==> src/rtl/fwc_pkg.sv <==
package fwc_pkg;
  localparam int STAT_W  = 8;
  localparam int B_PROG  = 0;
  localparam int B_WP    = 1;
  localparam int B_ALIGN = 2;
  localparam int B_SIZE  = 3;
  localparam int B_SEQ   = 4;
  localparam int B_MISS  = 5;
  localparam int B_FAST  = 6;
  localparam int B_RD    = 7;
  // flags that lock out further writes
  localparam logic [STAT_W-1:0] PEND_MASK = 8'b0110_1111;

  typedef enum logic [1:0] {
    SZ_BYTE  = 2'd0,
    SZ_HALF  = 2'd1,
    SZ_WORD  = 2'd2,
    SZ_DWORD = 2'd3
  } acc_size_e;

  typedef struct packed {
    logic fast;
    logic seq;
    logic size;
    logic align;
    logic wp;
    logic prog;
  } wr_err_t;
endpackage

==> src/rtl/fwc_classify.sv <==
module fwc_classify
  import fwc_pkg::*;
#(
  parameter int DATA_W = 64
) (
  input  logic [$clog2(DATA_W/8)-1:0] off,
  input  logic [1:0]                  size,
  input  logic [DATA_W-1:0]           data,
  input  logic [DATA_W-1:0]           cur,
  input  logic                        pg_en,
  input  logic                        fpg_en,
  input  logic                        wp_hit,
  input  logic                        pend_any,
  output wr_err_t                     err
);
  localparam int NBYTES = DATA_W / 8;
  localparam int OFF_W  = $clog2(NBYTES);
  localparam int SPAN_W = OFF_W + 2;

  logic [SPAN_W-1:0] len;
  logic [SPAN_W-1:0] span;
  logic [DATA_W-1:0] bmask;
  logic              seq_c, size_c, align_c, prog_c;

  always_comb begin
    unique case (acc_size_e'(size))
      SZ_BYTE:  len = SPAN_W'(1);
      SZ_HALF:  len = SPAN_W'(2);
      SZ_WORD:  len = SPAN_W'(4);
      default:  len = SPAN_W'(8);
    endcase
  end

  for (genvar b = 0; b < NBYTES; b++) begin : g_lane
    assign bmask[b*8 +: 8] = {8{SPAN_W'(b) < len}};
  end

  assign span    = SPAN_W'(off) + len;
  assign size_c  = (size == SZ_BYTE) || (size == SZ_HALF);
  assign align_c = span > SPAN_W'(NBYTES);
  assign prog_c  = !(&cur) && ((data & bmask) != '0);
  assign seq_c   = !(pg_en || fpg_en) || pend_any;

  always_comb begin
    err       = '0;
    err.seq   = seq_c;
    err.size  = !seq_c && size_c;
    err.align = !seq_c && align_c;
    err.wp    = !seq_c && wp_hit;
    err.prog  = !seq_c && prog_c;
    err.fast  = !seq_c && fpg_en && (size_c || align_c || wp_hit);
  end
endmodule

==> config.mk <==
export PLATFORM = sky130hd
export DESIGN_NAME = fwc_classify
export DESIGN_NICKNAME = d
export VERILOG_FILES = /design/src/rtl/fwc_pkg.sv /design/src/rtl/fwc_classify.sv
export SDC_FILE = /design/constraint.sdc
export NUM_CORES = 1
export LEC_CHECK = 0
export ABC_CLOCK_PERIOD_IN_PS = 4800
export BUFFER_PORTS_ARGS = -buffer_cell sky130_fd_sc_hd__buf_2
export CORE_AREA = 2 2 55 57
export DETAILED_ROUTE_END_ITERATION = 6
export DIE_AREA = 0 0 57 59
export PLACE_DENSITY_LB_ADDON = 0.1
export SLEW_MARGIN = 15
export SYNTH_ARGS = -nofsm -noshare
export SYNTH_HDL_FRONTEND = slang
export SYNTH_SLANG_ARGS = --single-unit
==> constraint.sdc <==
create_clock -name vclk -period 4.8
set_input_delay 0.48 -clock vclk [all_inputs]
set_output_delay 0.48 -clock vclk [all_outputs]
set_load 0.005 [all_outputs]
After elaboration in Yosys (flattened, before gate mapping)
Index checks and enable logic that the tools add are counted.

cells by class
  add/subtract/negate cells = 1
  order comparisons = 9
  equal/unequal tests = 2
  muxes and demuxes = 1
  bitwise operators = 1
  reductions and logical operators = 18

operators with widths
  cell                                                                   number
  64-bit AND                                                             1
  64-bit AND reduction                                                   1
  64-bit nonzero test                                                    1
  3-bit by 5-bit < comparator with 1-bit output, first input constant    4
  4-bit one-hot mux with 3 select lines                                  1
  1-bit by 5-bit < comparator with 1-bit output, first input constant    2
  2-bit by 5-bit < comparator with 1-bit output, first input constant    2
  1-bit logical AND                                                      7
  3-bit by 5-bit adder with 5-bit output                                 1
  5-bit by 4-bit > comparator with 1-bit output, second input constant   1
  1-bit logical OR                                                       5
  1-bit logical NOT                                                      3
  2-bit by 1-bit equality test with 1-bit output, second input constant  1
  2-bit equality test, second input constant                             1
  2-bit logical NOT                                                      1

word-level totals
  bits in registers = 0
  input port bits = 137
  output and inout port bits = 6
  logic and storage cells = 32

Depth between registers and ports, before layout
Gate-level depths: netlist of run 1.

  depth after elaboration = 7
  gate-level depth with buffers = 9
  mapped depth without buffers = 9

Worst setup path after synthesis of run 1
OpenSTA, ideal clock, no wires.

  path kind = input port to output port
  start = input port size[1]
  end = output port err[5] in the netlist's numbering
  arrival time = 1.959 ns
  data required time = 4.320 ns
  slack = 2.361 ns
  cell stages on the path = 9
  path buffers = 0
  path through = nor2_1 -> ha_1 -> inv_1 -> fa_1 -> nand2b_1 -> o32ai_1 -> a22oi_2 -> o311ai_1 -> a311oi_1

RTL lines
  what                line                source
  start: declaration  fwc_classify.sv:7   input logic [1:0] size,
  end: declaration    fwc_classify.sv:14  output wr_err_t err

==> metrics.md, run 1 <==
| Metric | Value |
|---|---|
| 1st-iter DRT viols | 15 |
| Share of cells above drive strength 1 | 68.1% |
| Syn-to-layout area delta | 146% |
| Avg Inst Size Synth | 6.93 µm² |
| CP Class | in2out |
| Most numerous cell in the Yosys netlist | nand4_1 |
| Design area | 1260 µm² |
| Max_cap viols | 0 |
| Crit path time final | 2.92 ns |
| Detailed-route DRC error count | 0 |
| Largest cells by area after synthesis | nand4_1, nor4_1, ha_1, inv_1, nor2_1 |
| WL/cell | 12.5 µm |
| Worst Hold End | err[5] |
| Top post-synthesis cells by count | nand4_1, nor4_1, inv_1, nor2_1, ha_1 |
| Largest net degree at the start of global routing | 9 |
| HP Class | in2out |
| Dpl cell area | 1260 µm² |
| WHS | 1.20 ns |
| Placed Cells | 247 |
| I/O pin total | 143 |
| Hold depth | 3 |
| Synth unique cells | 26 |
| Final Cycle Share | 60.8% |
| WP data required | 4.32 ns |
| Postcts setup bufs | 0 |
| FP Rows | 19 |
| Num sequential | 0 |
| # diodes | 0 |
| Worst min-delay path startpoint | pend_any |
| Register area | 0 µm² |
| Post-DP HPWL | 2980 µm |
| Die area | 3360 µm² |
| Area leader, netlist | nand4_1 |
| Status | completed |
| CP max FO | 8 |
| Final setup violation count | 0 |
| Fill count | 308 |
| Starting density of the core | 18.9% |
| Finished Layout Cells | 247 |
| First-pass GRT wire length | 4450 µm |
| Core Box Area | 2710 µm² |
| # hold bufs at CTS | 0 |
| Clk_buf instances | 0 |
| Net Count, Synth | 215 |
| Post-synth top area share | 22.0% |
| DRT Pass-1 Iters | 4 |
| Worst setup SP type | primary input |
| Cells after Synth | 74 |
| Normalized max-slew margin | 76.5% |
| Crit path DAT | 2.44 ns |
| Synth warnings | 0 |
| Die Ht | 59 µm |
| Pwr Density | 65.6 nW/µm² |
| Initial antenna violation count | 0 |
| Via/cell ratio | 4.76 |
| Grt total ovfl | 0 |
| Setup TNS | 0 ns |
| Die X | 57 µm |
| Worst Setup End Kind | output port |
| P_leak | 0.694 nW |
| Final hold vios | 0 |
| Vias | 1175 |
| Post-synthesis instance area | 513 µm² |
| Fin nets | 359 |
| Vias in the first global route | 1151 |
| FMAX | 0.342 GHz |
| RSZ-0062 raised after global routing | false |
| Tightest Pin Transition | 0.347 ns |
| Overall power | 0.0826 mW |
| Final Routed Wirelength | 3080 µm |
| # port buffers | 143 |
| CP startpoint | size[1] |
| Final Max Tran Viols | 0 |
| Gpl congestion | 0.791 |
| Sequential area share after synthesis | 0% |
| Final ANT Viol Nets | 0 |
| Area of the multi-input gates | 483 µm² |
| VDD IR max | 0.0000347 V |
| CTS resizes | 0 |
| All-Layer GR Usage | 15.8% |
[how the worst max path moves through the flow]
stage	endpoint	slack, ns	depth (start not counted)
2_1_floorplan	err[5]	2.36	9
3_3_place_gp	err[5]	2.00	10
3_5_place_dp	err[5]	1.87	11
4_1_cts	err[5]	1.86	11
5_1_grt	err[5]	1.71	11
6_report	err[5]	1.88	11
[final cells by class]
type | instances | area share, %
multi-input cells | 67 | 38.3
inverters | 6 | 1.79
repair buffers | 143 | 56.8
well taps | 31 | 3.08
[layout by cell type, fill, tap and decap left out]
master	instances
nor2_1	6
o21bai_1	1
nand4_1	18
nand2_1	1
nand4b_1	1
nand2b_1	2
o21ai_0	1
and2_4	1
a21oi_1	2
inv_1	6
buf_2	143
a211oi_1	2
nor2b_1	1
a311oi_1	1
nor4_2	1
nor4_4	1
or4_1	2
nand3_1	1
and4_1	1
a2111o_1	1
ha_1	3
fa_1	1
o311ai_1	1
nor4_1	16
a22oi_2	1
o32ai_1	1
[cells by family after synthesis]
logic type               Yosys count  share of synthesized area (%)
AO/OA/AOI/OAI                     11                           17.1
adder cells (fa/ha/maj)            4                           11.2
AND/OR/NAND/NOR                   52                           65.9
buffers and inverters              7                           5.85
[metrics by stage]
step	util (%)	setup slack, ns
global placement	46.5	2.00
floorplan	-	2.36
finish	46.5	1.88
detailed placement	46.5	1.87
global route	46.5	1.71
CTS	46.5	1.86
[worst max-delay path, stage by stage]
cell and delay, ns:
buf_2 0.15, nor2_1 0.20, ha_1 0.21, inv_1 0.06, fa_1 0.48, nand2b_1 0.08, o32ai_1 0.29, a22oi_2 0.08
o311ai_1 0.13, a311oi_1 0.14, buf_2 0.14
[where the power goes]
| part | switching, mW | internal (mW) |
|---|---|---|
| Clock | 0 | 0 |
| Combinational | 0.0309 | 0.0517 |
| Sequential | 0 | 0 |
| Total | 0.0309 | 0.0517 |
[metal layers]
layer,vias to the layer above,GRT usage [%],share of wire (%)
met2,53,35.3,58
met4,0,0,0
met3,0,1.09,7.4
li1,606,-,-
met5,-,0,0
met1,516,16.6,34
Power figures use the tool's default switching activity.
==> inputs of run 2 (changes only) <==
--- a/config.mk
+++ b/config.mk
@@ -5,11 +5,11 @@
 export SDC_FILE = /design/constraint.sdc
 export NUM_CORES = 1
 export LEC_CHECK = 0
-export ABC_CLOCK_PERIOD_IN_PS = 4800
+export ABC_CLOCK_PERIOD_IN_PS = 2880
 export BUFFER_PORTS_ARGS = -buffer_cell sky130_fd_sc_hd__buf_2
-export CORE_AREA = 2 2 55 57
+export CORE_AREA = 2 2 56 58
 export DETAILED_ROUTE_END_ITERATION = 6
-export DIE_AREA = 0 0 57 59
+export DIE_AREA = 0 0 58 60
 export PLACE_DENSITY_LB_ADDON = 0.1
 export SLEW_MARGIN = 15
 export SYNTH_ARGS = -nofsm -noshare
==> constraint.sdc (replaced) <==
create_clock -name vclk -period 2.88
set_input_delay 0.288 -clock vclk [all_inputs]
set_output_delay 0.288 -clock vclk [all_outputs]
set_load 0.005 [all_outputs]
==> run 2 against run 1 <==
Die area increased by 3.5%; largest cell class unchanged; count of clock-buffer cells in the layout unchanged; utilization fell by 3.0 points; highest routed layer unchanged.
==> metrics.md, run 2 (synthesis results as in run 1) <==
| Metric | Value |
|---|---|
| Max_cap viols | 0 |
| WP data required | 2.59 ns |
| Final ANT Viol Nets | 0 |
| P_leak | 0.694 nW |
| First-pass GRT wire length | 4220 µm |
| Most common cell after layout, fill and taps aside | buf_2 |
| Final Max Tran Viols | 0 |
| Num sequential | 0 |
| Starting density of the core | 17.7% |
| Detailed-route DRC error count | 0 |
| Crit path time final | 2.50 ns |
| Initial antenna violation count | 0 |
| # hold bufs at CTS | 0 |
| Design area | 1260 µm² |
| CP Class | in2out |
| Grt total ovfl | 0 |
| CP max FO | 8 |
| Final setup violation count | 0 |
| Share of cells above drive strength 1 | 68.1% |
| RSZ-0062 raised after global routing | false |
| Vias | 1175 |
| Fin nets | 359 |
| FMAX | 0.400 GHz |
| Tightest Pin Transition | 0.351 ns |
| FP Rows | 20 |
| Via/cell ratio | 4.72 |
| Vias in the first global route | 1076 |
| Worst Setup End Kind | output port |
| Die X | 58 µm |
| Placed Cells | 249 |
| Most frequent cells in the layout | buf_2, nand4_1, nor4_1, inv_1, nor2_1 |
| Register area | 0 µm² |
| Setup TNS | 0 ns |
| Finished Layout Cells | 249 |
| Final hold vios | 0 |
| Largest net degree at the start of global routing | 9 |
| VDD IR max | 0.0000528 V |
| # diodes | 0 |
| # port buffers | 143 |
| Die area | 3480 µm² |
| Crit path DAT | 2.21 ns |
| DRT Pass-1 Iters | 4 |
| Worst setup SP type | primary input |
| Final Routed Wirelength | 2900 µm |
| 1st-iter DRT viols | 27 |
| Die Ht | 60 µm |
| Final Cycle Share | 86.9% |
| Postcts setup bufs | 0 |
| CTS resizes | 0 |
| HP Class | in2out |
| Post-Route Utilization | 43.5% |
| All-Layer GR Usage | 14.9% |
| Clk_buf instances | 0 |
| I/O pin total | 143 |
| Normalized max-slew margin | 76.3% |
| Post-DP HPWL | 2850 µm |
| Dpl cell area | 1260 µm² |
| Status | completed |
| WL/cell | 11.7 µm |
| Gpl congestion | 0.723 |
| Core Box Area | 2900 µm² |
| Pwr Density | 109 nW/µm² |
| Syn-to-layout area delta | 146% |
| WHS | 0.813 ns |
-- run 2: cell counts in the layout (fill, tap and decap cells not counted) --
No cell type changed its count.
-- run 2: final cells by class --
| type | instances | area [µm²] |
|---|---|---|
| fillers | 313 | 1640 |
| inverters | 6 | 22.5 |
| multi-input cells | 67 | 483 |
| well taps | 33 | 41.3 |
| repair buffers | 143 | 716 |
-- run 2: per-layer routing --
metal / GRT usage (%) / up-vias / wire length, µm
met4: 1.33 / 0 / 0
li1: - / 605 / -
met1: 19.2 / 512 / 1040
met3: 1.08 / 0 / 232
met2: 27.9 / 58 / 1640
met5: 0 / - / 0
-- run 2: worst paths after layout --
path,startpoint,to,slack [ns],cells past startpoint
worst max-delay path,size[1],err[5],0.38,11
worst min-delay path,pend_any,err[5],0.81,3
-- run 2: power by group --
group	total [mW]	leakage (nW)	switching (mW)	internal, mW
Clock	0	0	0	0
Combinational	0.138	0.694	0.0513	0.0863
Sequential	0	0	0	0
Total	0.138	0.694	0.0513	0.0863
-- run 2: worst max-delay path, stage by stage --
cell and delay (ns):
buf_2 0.14, nor2_1 0.18, ha_1 0.19, inv_1 0.05, fa_1 0.44, nand2b_1 0.12, o32ai_1 0.09, a22oi_2 0.14
o311ai_1 0.15, a311oi_1 0.27, buf_2 0.15
-- run 2: through the flow --
step	setup WS (ns)	power (mW)
after detailed placement	0.375	0.139
after floorplan	0.825	0.0345
after global routing	0.217	0.153
after global placement	0.469	0.134
final	0.378	0.138
after CTS	0.370	0.139
